==> config.mk <==
export PLATFORM = sky130hd
export DESIGN_NAME = mac_stop_rst_ctl
export DESIGN_NICKNAME = d
export VERILOG_FILES = /design/src/rtl/mac_ctl_pkg.sv /design/src/rtl/mac_frame_engine.sv /design/src/rtl/mac_rst_seq.sv /design/src/rtl/mac_stop_rst_ctl.sv
export SDC_FILE = /design/constraint.sdc
export NUM_CORES = 1
export LEC_CHECK = 0
export BUFFER_PORTS_ARGS = -buffer_cell sky130_fd_sc_hd__buf_4
export CAP_MARGIN = 20
export CORE_ASPECT_RATIO = 0.75
export CORE_MARGIN = 8
export CORE_UTILIZATION = 62
export DETAILED_ROUTE_END_ITERATION = 12
export PLACE_DENSITY = 0.89
export SLEW_MARGIN = 20
export SYNTH_ARGS = -nofsm -noshare
export SYNTH_HDL_FRONTEND = slang
export SYNTH_HIERARCHICAL = 1
export SYNTH_SLANG_ARGS = --single-unit
==> constraint.sdc <==
create_clock -name clk_i -period 7.9 [get_ports clk_i]
set_input_delay 1.58 -clock clk_i [delete_from_list [all_inputs] [get_ports clk_i]]
set_output_delay 1.58 -clock clk_i [all_outputs]
set_load 0.01 [all_outputs]
==> src/rtl/mac_ctl_pkg.sv <==
package mac_ctl_pkg;
  localparam int DATA_W = 32;
  localparam int NDIR   = 2;
  localparam int DIR_TX = 0;
  localparam int DIR_RX = 1;

  localparam int OFS_CFG    = 'h00;
  localparam int OFS_STATE  = 'h04;
  localparam int OFS_TX_RST = 'h08;
  localparam int OFS_RX_RST = 'h0C;
  localparam int OFS_MAXLEN = 'h10;

  localparam int CFG_TX_EN_BIT     = 0;
  localparam int CFG_RX_EN_BIT     = 8;
  localparam int STATE_RX_BUSY_BIT = 7;
  localparam int RST_SOFT_BIT      = 0;
  localparam int RST_REG_BIT       = 1;

  typedef enum logic [2:0] {
    ENG_IDLE   = 3'd0,
    ENG_ACTIVE = 3'd1,
    ENG_DRAIN  = 3'd2
  } eng_state_e;
endpackage

==> src/rtl/mac_frame_engine.sv <==
module mac_frame_engine
  import mac_ctl_pkg::*;
#(
  parameter int LEN_W = 14
) (
  input  logic             clk_i,
  input  logic             rst_ni,
  input  logic             en_i,
  input  logic             abort_i,
  input  logic             start_i,
  input  logic [LEN_W-1:0] len_i,
  input  logic [LEN_W-1:0] max_len_i,
  output eng_state_e       state_o,
  output logic             busy_o
);
  eng_state_e       st;
  logic [LEN_W-1:0] cnt;
  logic [LEN_W-1:0] len_clip;

  always_comb begin
    len_clip = (len_i > max_len_i) ? max_len_i : len_i;
    if (len_clip == '0) len_clip = LEN_W'(1);
  end

  always_ff @(posedge clk_i or negedge rst_ni) begin
    if (!rst_ni) begin
      st  <= ENG_IDLE;
      cnt <= '0;
    end else if (abort_i) begin
      st  <= ENG_IDLE;
      cnt <= '0;
    end else begin
      case (st)
        ENG_IDLE: begin
          if (en_i && start_i) begin
            st  <= ENG_ACTIVE;
            cnt <= len_clip - LEN_W'(1);
          end
        end
        ENG_ACTIVE, ENG_DRAIN: begin
          if (cnt == '0) begin
            st <= ENG_IDLE;
          end else begin
            cnt <= cnt - LEN_W'(1);
            st  <= en_i ? ENG_ACTIVE : ENG_DRAIN;  // finish frame, flag drain
          end
        end
        default: st <= ENG_IDLE;
      endcase
    end
  end

  assign state_o = st;
  assign busy_o  = (st != ENG_IDLE);
endmodule

==> src/rtl/mac_rst_seq.sv <==
module mac_rst_seq #(
  parameter int CYCLES = 16,
  localparam int CNT_W = $clog2(CYCLES + 1)
) (
  input  logic       clk_i,
  input  logic       rst_ni,
  input  logic [1:0] set_i,
  output logic [1:0] bits_o
);
  logic [1:0]       bits;
  logic [CNT_W-1:0] cnt;
  logic             done;

  assign done = (bits != 2'b00) && (cnt == CNT_W'(CYCLES - 1));

  always_ff @(posedge clk_i or negedge rst_ni) begin
    if (!rst_ni) begin
      bits <= 2'b00;
      cnt  <= '0;
    end else if (done) begin
      bits <= set_i;
      cnt  <= '0;
    end else if (bits != 2'b00) begin
      bits <= bits | set_i;  // late requests merge into the running reset
      cnt  <= cnt + CNT_W'(1);
    end else begin
      bits <= set_i;
      cnt  <= '0;
    end
  end

  assign bits_o = bits;
endmodule

==> src/rtl/mac_stop_rst_ctl.sv <==
module mac_stop_rst_ctl
  import mac_ctl_pkg::*;
#(
  parameter int          ADDR_W      = 8,
  parameter int          LEN_W       = 14,
  parameter int          RST_CYCLES  = 16,
  parameter logic [13:0] MAX_LEN_RST = 14'h05EE
) (
  input  logic              clk_i,
  input  logic              rst_ni,
  input  logic              wr_en_i,
  input  logic              rd_en_i,
  input  logic [ADDR_W-1:0] addr_i,
  input  logic [31:0]       wdata_i,
  output logic [31:0]       rdata_o,
  input  logic              tx_start_i,
  input  logic [LEN_W-1:0]  tx_len_i,
  input  logic              rx_start_i,
  input  logic [LEN_W-1:0]  rx_len_i,
  output logic              tx_busy_o,
  output logic              rx_busy_o
);
  logic [NDIR-1:0]            cfg_en;
  logic [LEN_W-1:0]           max_len;
  logic [NDIR-1:0][1:0]       rst_set;
  logic [NDIR-1:0][1:0]       rst_bits;
  logic [NDIR-1:0]            abort;
  logic [NDIR-1:0]            eng_busy;
  logic [NDIR-1:0]            start_vec;
  logic [NDIR-1:0][LEN_W-1:0] len_vec;
  eng_state_e                 eng_st [NDIR];
  logic                       wr_cfg, wr_maxlen, reg_clear;
  logic [DATA_W-1:0]          rd_val;

  assign start_vec = {rx_start_i, tx_start_i};
  assign len_vec   = {rx_len_i, tx_len_i};
  assign wr_cfg    = wr_en_i && (addr_i == ADDR_W'(OFS_CFG));
  assign wr_maxlen = wr_en_i && (addr_i == ADDR_W'(OFS_MAXLEN));
  assign reg_clear = rst_set[DIR_TX][RST_REG_BIT]  | rst_set[DIR_RX][RST_REG_BIT] |
                     rst_bits[DIR_TX][RST_REG_BIT] | rst_bits[DIR_RX][RST_REG_BIT];

  always_ff @(posedge clk_i or negedge rst_ni) begin
    if (!rst_ni) begin
      cfg_en  <= '0;
      max_len <= LEN_W'(MAX_LEN_RST);
    end else begin
      if (reg_clear)   cfg_en <= '0;
      else if (wr_cfg) cfg_en <= {wdata_i[CFG_RX_EN_BIT], wdata_i[CFG_TX_EN_BIT]};
      if (wr_maxlen)   max_len <= wdata_i[LEN_W-1:0];
    end
  end

  for (genvar d = 0; d < NDIR; d++) begin : g_dir
    localparam int RST_OFS = (d == DIR_TX) ? OFS_TX_RST : OFS_RX_RST;
    logic wr_rst;

    assign wr_rst     = wr_en_i && (addr_i == ADDR_W'(RST_OFS));
    assign rst_set[d] = wr_rst ? wdata_i[1:0] : 2'b00;
    // request aborts on the write edge itself, held while the reset runs
    assign abort[d]   = (|rst_set[d]) || (|rst_bits[d]);

    mac_rst_seq #(.CYCLES(RST_CYCLES)) u_rst (
      .clk_i  (clk_i),
      .rst_ni (rst_ni),
      .set_i  (rst_set[d]),
      .bits_o (rst_bits[d])
    );

    mac_frame_engine #(.LEN_W(LEN_W)) u_eng (
      .clk_i     (clk_i),
      .rst_ni    (rst_ni),
      .en_i      (cfg_en[d]),
      .abort_i   (abort[d]),
      .start_i   (start_vec[d]),
      .len_i     (len_vec[d]),
      .max_len_i (max_len),
      .state_o   (eng_st[d]),
      .busy_o    (eng_busy[d])
    );
  end

  always_comb begin
    rd_val = '0;
    if (addr_i == ADDR_W'(OFS_CFG)) begin
      rd_val[CFG_TX_EN_BIT] = cfg_en[DIR_TX];
      rd_val[CFG_RX_EN_BIT] = cfg_en[DIR_RX];
    end else if (addr_i == ADDR_W'(OFS_STATE)) begin
      rd_val[2:0]               = eng_st[DIR_TX];
      rd_val[STATE_RX_BUSY_BIT] = eng_busy[DIR_RX];
    end else if (addr_i == ADDR_W'(OFS_TX_RST)) begin
      rd_val[1:0] = rst_bits[DIR_TX];
    end else if (addr_i == ADDR_W'(OFS_RX_RST)) begin
      rd_val[1:0] = rst_bits[DIR_RX];
    end else if (addr_i == ADDR_W'(OFS_MAXLEN)) begin
      rd_val[LEN_W-1:0] = max_len;
    end
  end

  always_ff @(posedge clk_i or negedge rst_ni) begin
    if (!rst_ni)      rdata_o <= '0;
    else if (rd_en_i) rdata_o <= rd_val;
  end

  assign tx_busy_o = eng_busy[DIR_TX];
  assign rx_busy_o = eng_busy[DIR_RX];

  logic unused_bits;
  assign unused_bits = ^{wdata_i, eng_st[DIR_RX]};
endmodule

### Word-level counts from Yosys, hierarchy flattened

Index checks and enable logic that the tools add are counted.

* input bits: 74
* bits in registers: 78
* logic and storage cells: 117
* output and inout bits: 34

* eq/ne operators: 14
* reductions and logical operators: 32
* multiplexer cells: 47
* add/subtract/negate cells: 6
* bitwise gates (word level): 5
* magnitude comparators: 2

Operators by type and width (count)
* $mux 14: 11
* $logic_not 14->1: 4
* $pmux 14 s2: 2
* $sub 14x1->14 const B: 4
* $gt 14x14->1: 2
* $mux 5: 5
* $mux 12: 2
* $mux 2: 12
* $mux 3: 7
* $eq 8x4->1 const B: 2
* $pmux 3 s2: 2
* $reduce_bool 3->1: 4
* $reduce_or 2->1: 6
* $add 5x1->5 const B: 2
* $eq 5x4->1 const B: 2
* $eq 8x3->1 const B: 1
* $eq 8x5->1 const B: 1
* $logic_and 1x1->1: 8
* $logic_not 8->1: 1
* $mux 7: 1
* $eq 3x1->1 const B: 2
* $eq 3x2->1 const B: 2
* $logic_not 3->1: 2
* $mux 6: 1
* other kinds (9): 20

### Logic depth before layout (Yosys ltp)

* depth in word-level cells: 8
* depth in mapped cells: 17
* mapped depth without buffers: 16

### Cells and area by module

The synthesis kept the hierarchy.

Modules (own cells, without submodules)
* mac_frame_engine: area an instance 1976.9 µm², instances 2, cells each 248, sequential area each 400.4 µm²
* mac_stop_rst_ctl: area an instance 1552.7 µm², instances 1, cells each 141, sequential area each 760.7 µm²
* mac_rst_seq: area an instance 297.8 µm², instances 2, cells each 25, sequential area each 175.2 µm²

### Worst setup path after synthesis

Ideal clock, no wire load.

* path type: input to register
* start: in tx_len_i[13]
* end: reg g_dir[0].u_eng.cnt[12]
* stages: 14
* path slack: 2698 ps
* path buffers: 1
* data required time: 7801 ps
* data arrival time: 5103 ps
* setup time: 99 ps
* cell sequence: ha_1 > nand4_4 > or4_1 > o21ai_2 > buf_2 > mux2i_1 > mux2i_1 > ha_1 > nand2_1 > a2111oi_1 > a211oi_2 > or3_4 > or4_1 > a311oi_1

* cells in the longest elaborated chain, start to end: 8

Ends and longest elaborated chain
* from (decl): line mac_stop_rst_ctl.sv:17 `input logic [LEN_W-1:0] tx_len_i,`
* $gt 14x14->1: line mac_frame_engine.sv:21 `len_clip = (len_i > max_len_i) ? max_len_i : len_i;`
* $mux 14 *: line mac_frame_engine.sv:21
* $logic_not 14->1: line mac_frame_engine.sv:22 `if (len_clip == '0) len_clip = LEN_W'(1);`
* $mux 14 *: line mac_frame_engine.sv:22
* $sub 14x1->14 *: line mac_frame_engine.sv:37 `cnt <= len_clip - LEN_W'(1);`
* $mux 14 *: line mac_frame_engine.sv:35 `if (en_i && start_i) begin`
* $pmux 14 s2 *: line mac_frame_engine.sv:33 `case (st)`
* $mux 14 *: line mac_frame_engine.sv:29 `end else if (abort_i) begin`
* to (signal assigned): line mac_frame_engine.sv:37
* to (signal assigned): line mac_frame_engine.sv:44 `cnt <= cnt - LEN_W'(1);`
* to (decl): line mac_frame_engine.sv:17 `logic [LEN_W-1:0] cnt;`

Mark *: on every way between the ends. The rest lies on a longest branch, timed or not. The select of a mux whose other input is x is not followed.
A chain may end at the register's enable or synchronous reset.

### Final worst setup path

* start: in rx_len_i[9]
* end: reg g_dir[1].u_eng.cnt[12]

* cells in the longest elaborated chain, start to end: 8

Ends and longest elaborated chain
* from (decl): line mac_stop_rst_ctl.sv:19 `input logic [LEN_W-1:0] rx_len_i,`
* $gt 14x14->1: line mac_frame_engine.sv:21
* $mux 14 *: line mac_frame_engine.sv:21
* $logic_not 14->1: line mac_frame_engine.sv:22
* $mux 14 *: line mac_frame_engine.sv:22
* $sub 14x1->14 *: line mac_frame_engine.sv:37
* $mux 14 *: line mac_frame_engine.sv:35
* $pmux 14 s2 *: line mac_frame_engine.sv:33
* $mux 14 *: line mac_frame_engine.sv:29
* to (signal assigned): line mac_frame_engine.sv:37
* to (signal assigned): line mac_frame_engine.sv:44
* to (decl): line mac_frame_engine.sv:17

Marks and branches as above.

==> results list <==
* CP max-delay cell: sky130_fd_sc_hd__o21ai_2
- In this run the power density over the cells is 255.2 nW/µm².
* Crit start category: input pin
* GR Layer Usage met3: 7.664%
- Synthesis produced a netlist whose cell count is 685.
* Number of antenna repair diodes: 0
* Switching Fraction: 42.09%
* Capture instance of the worst register-to-register path: g_dir[1].u_eng/cnt[12]
* Global routing usage summed across all routing layers: 26.98%
- Clock transition time at the flip-flop clock pins of the worst setup and hold paths: 60 ps
- No sink is reached through more buffers than the 2 on the longest clock path.
- Register share of total power: 29.7%
- HPWL reported at the end of detailed placement: 13140 µm
- Worst path cell trace: buf_4 > ha_1 > a21oi_1 > o21a_1 > o221ai_1 > o21ai_2 > mux2i_1 > mux2i_1 > ha_1 > nand2_1 > a2111oi_1 > a211oi_2 > or3_4 > or4_1 > a311oi_1
- The internal portion of the total power is 0.001019 W.
- The via count of the first global-routing pass is 5624.
- Combinational logic burns 46.5% of the power.
* Arrival time of the worst setup path: 5860 ps
- The cell area that synthesis handed to floorplanning was 6091 µm².
- Setup violations remaining at the end of the flow were counted as 0.
- The worst hold path terminates at g_dir[0].u_rst/cnt[0].
- For met1 alone, demand over resource in global routing was 37.33%.
- Remaining antenna violation count: 0
- The number of antenna violations at the first check in global routing is 0.
- Area growth from synthesis to layout: 13.21%
- Final slew viol count: 0
- Before antenna repair, the detailed router went through 6 iterations.
* Synthesis warning total: 6
* Headroom to the max-slew limit: 35.57%
- Number of maximum-capacitance violations: 0
- Std cell rows: 31
- Post-CTS sizing: 0
- After layout, the minimum clock period comes to 5630 ps.
- Fraction of the core area covered by cells at the end of the flow: 71.68%
* Fin crit share: 71.27%
- The die covers 13280 µm².
* DR iter-0 viols: 554
- The share of total power dissipated in the clock network is 23.7%.
- Leakage component of the power: 3.049 nW
- Hold timing on the final database bottoms out at a slack of 482.0 ps.
* Worst setup slack for register-to-register paths: 2870 ps
- Reg2Reg Launch Point: max_len[3]
- IR analysis of the VDD net gives a maximum drop of 0.1212 mV.
- Detailed routing inserted a total of 5805 vias.
* Via count normalized by instance count: 6.552
* Core area: 9619 µm²
* Start-to-end type of the worst setup path: input pin to flop
- Routed wire length per instance: 19.88 µm
- The worst hold path belongs to the class flop to flop.
- The number of buffers and inverters on the critical path is 1.
* Global-route wire length before repair: 28330 µm
* Sum of overflow across all layers after global routing: 0
- Post-CTS setup buffers: 0
- The tree is rooted in a sky130_fd_sc_hd__clkbuf_16.
- Met2 capacity usage during global routing: 40.79%
- Buffers placed on the I/O ports in this run total 71.
* Total power: 0.001760 W
- RSZ-0062 raised after global routing: false
* H-Tree Level Count: 3
* Critical hold path startpoint: g_dir[0].u_rst/cnt[0]
- From bottom edge to top edge, the die measures 101.8 µm.
- Across the routed clock network, the largest skew measured is 9.572 ps.
- The worst setup path is captured at a flop.
- At the end of routability-driven placement, the weighted congestion stood at 0.9381.
- The worst register-to-register path has a depth of 15.
* Top fanout value on the critical path: 12
- DRC errors left: 0
- For this run, the post-layout net count is 861.
* Outcome: finished clean
- Worst stage delay on the critical path: 620 ps
- Total negative setup slack: 0 ps
* Count of pins on the block boundary: 108
- The layer flagged by global routing as most heavily used is met2.
- Clock latency on the worst-skew pair, taken at its later pin, is 340 ps.
* Number of fill cells: 723
- The routed design has 17620 µm of wire.
- Buffers inserted to repair hold after CTS numbered 0.
- Top achievable clock speed: 177.6 MHz
- Worst path top cell family by delay: compound AO/OA/AOI/OAI gates
- TritonCTS built the clock tree.
- From left edge to right edge, the die measures 130.5 µm.
- Entering global routing, the biggest net connects 77 pins.
* Share of post-route cells with drive strength above 1: 20.16%
* Power spent charging and discharging nets: 0.0007408 W
- Final Hold Viols: 0
- At the worst endpoint, the required time is 8130 ps.
* Number of buffers inserted during clock tree synthesis: 9
- Area taken by multi-input logic gates: 3745 µm²
- Counting instances, the worst hold path has a depth of 1.
- Synthesized area divided by synthesized cell count: 8.892 µm²
* Worst Max-Slew Pin Slew: 966.4 ps
- CTS sink count: 76
- Summing all flip-flop and latch instances after layout gives 1912 µm².
- Starting density of the core: 63.32%
==> power by group through the flow <==
stage          logic (W)  clock network (W)  registers, W
2_1_floorplan   0.000631                  0      0.000503
3_3_place_gp    0.000770                  0      0.000523
3_5_place_dp    0.000787                  0      0.000527
4_1_cts         0.000799           0.000424      0.000521
5_1_grt         0.000898           0.000441      0.000531
6_report        0.000819           0.000418      0.000523
==> metrics by stage <==
| step | setup slack [ps] | cell area [µm²] | cells |
|---|---|---|---|
| after CTS | 2344 | 6895 | 886 |
| after detailed placement | 2016 | 6591 | 870 |
| after floorplan | 2698 | 6155 | 702 |
| final | 2270 | 6895 | 886 |
| after global placement | 2155 | 6591 | 870 |
| after global routing | 2071 | 6895 | 886 |
==> placed cells by master (no fill, tap or decap), types with 14 or more instances in the layout <==
cell type / count
sky130_fd_sc_hd__buf_4: 77
sky130_fd_sc_hd__nand2_1: 73
sky130_fd_sc_hd__dfrtp_1: 68
sky130_fd_sc_hd__nor2_1: 57
sky130_fd_sc_hd__inv_1: 51
sky130_fd_sc_hd__ha_1: 38
sky130_fd_sc_hd__a21oi_1: 34
sky130_fd_sc_hd__nor4_1: 19
sky130_fd_sc_hd__conb_1: 19
sky130_fd_sc_hd__nor3_1: 18
sky130_fd_sc_hd__nand3_1: 18
sky130_fd_sc_hd__mux2i_1: 17
sky130_fd_sc_hd__mux2_2: 15
sky130_fd_sc_hd__o21ai_0: 14
==> sequential cells by signal, summed over array words and instances (netlist names) <==
signal and count:
g_dir.u_eng/state_o 4, g_dir.u_eng/cnt 28, g_dir.u_rst/bits_o 4, g_dir.u_rst/cnt 10
rdata_o 14, cfg_en 2, max_len 14
==> worst max path at each step <==
stage / slack, ps / startpoint / endpoint / cells after the start
finish: 2270 / rx_len_i[9] / g_dir[1].u_eng/cnt[12] / 15
global route: 2070 / rx_len_i[9] / g_dir[1].u_eng/cnt[12] / 15
CTS: 2340 / rx_len_i[9] / g_dir[1].u_eng/cnt[12] / 15
detailed placement: 2020 / rx_len_i[9] / g_dir[1].u_eng/cnt[12] / 15
global placement: 2150 / rx_len_i[13] / g_dir[1].u_eng/cnt[12] / 14
floorplan: 2700 / tx_len_i[13] / g_dir[0].u_eng/cnt[12] / 14
==> layer usage <==
layer / part of all wire [%] / up-vias
met5: 0 / -
met4: 1.6 / 0
met3: 12 / 33
met2: 44 / 337
met1: 43 / 2761
li1: - / 2674
==> worst register-to-register path, delay by kind of cell (launching register included) <==
family          cells  cell delay (ps)
compound gates      6             1870
fa+ha+maj           2              580
flops               1              740
buf+inv             1              100
simple gates        4             1130
mux                 2              510
==> final cells by class <==
class / instances / area share (%)
multi-input combinational: 534 / 54.31
tap: 132 / 2.395
sequential: 76 / 27.73
clock inverter: 5 / 0.8891
clock buffer: 11 / 3.520
inverter: 51 / 2.776
timing repair buffer: 77 / 8.383
No activity file was read; power rests on OpenSTA's default activity.
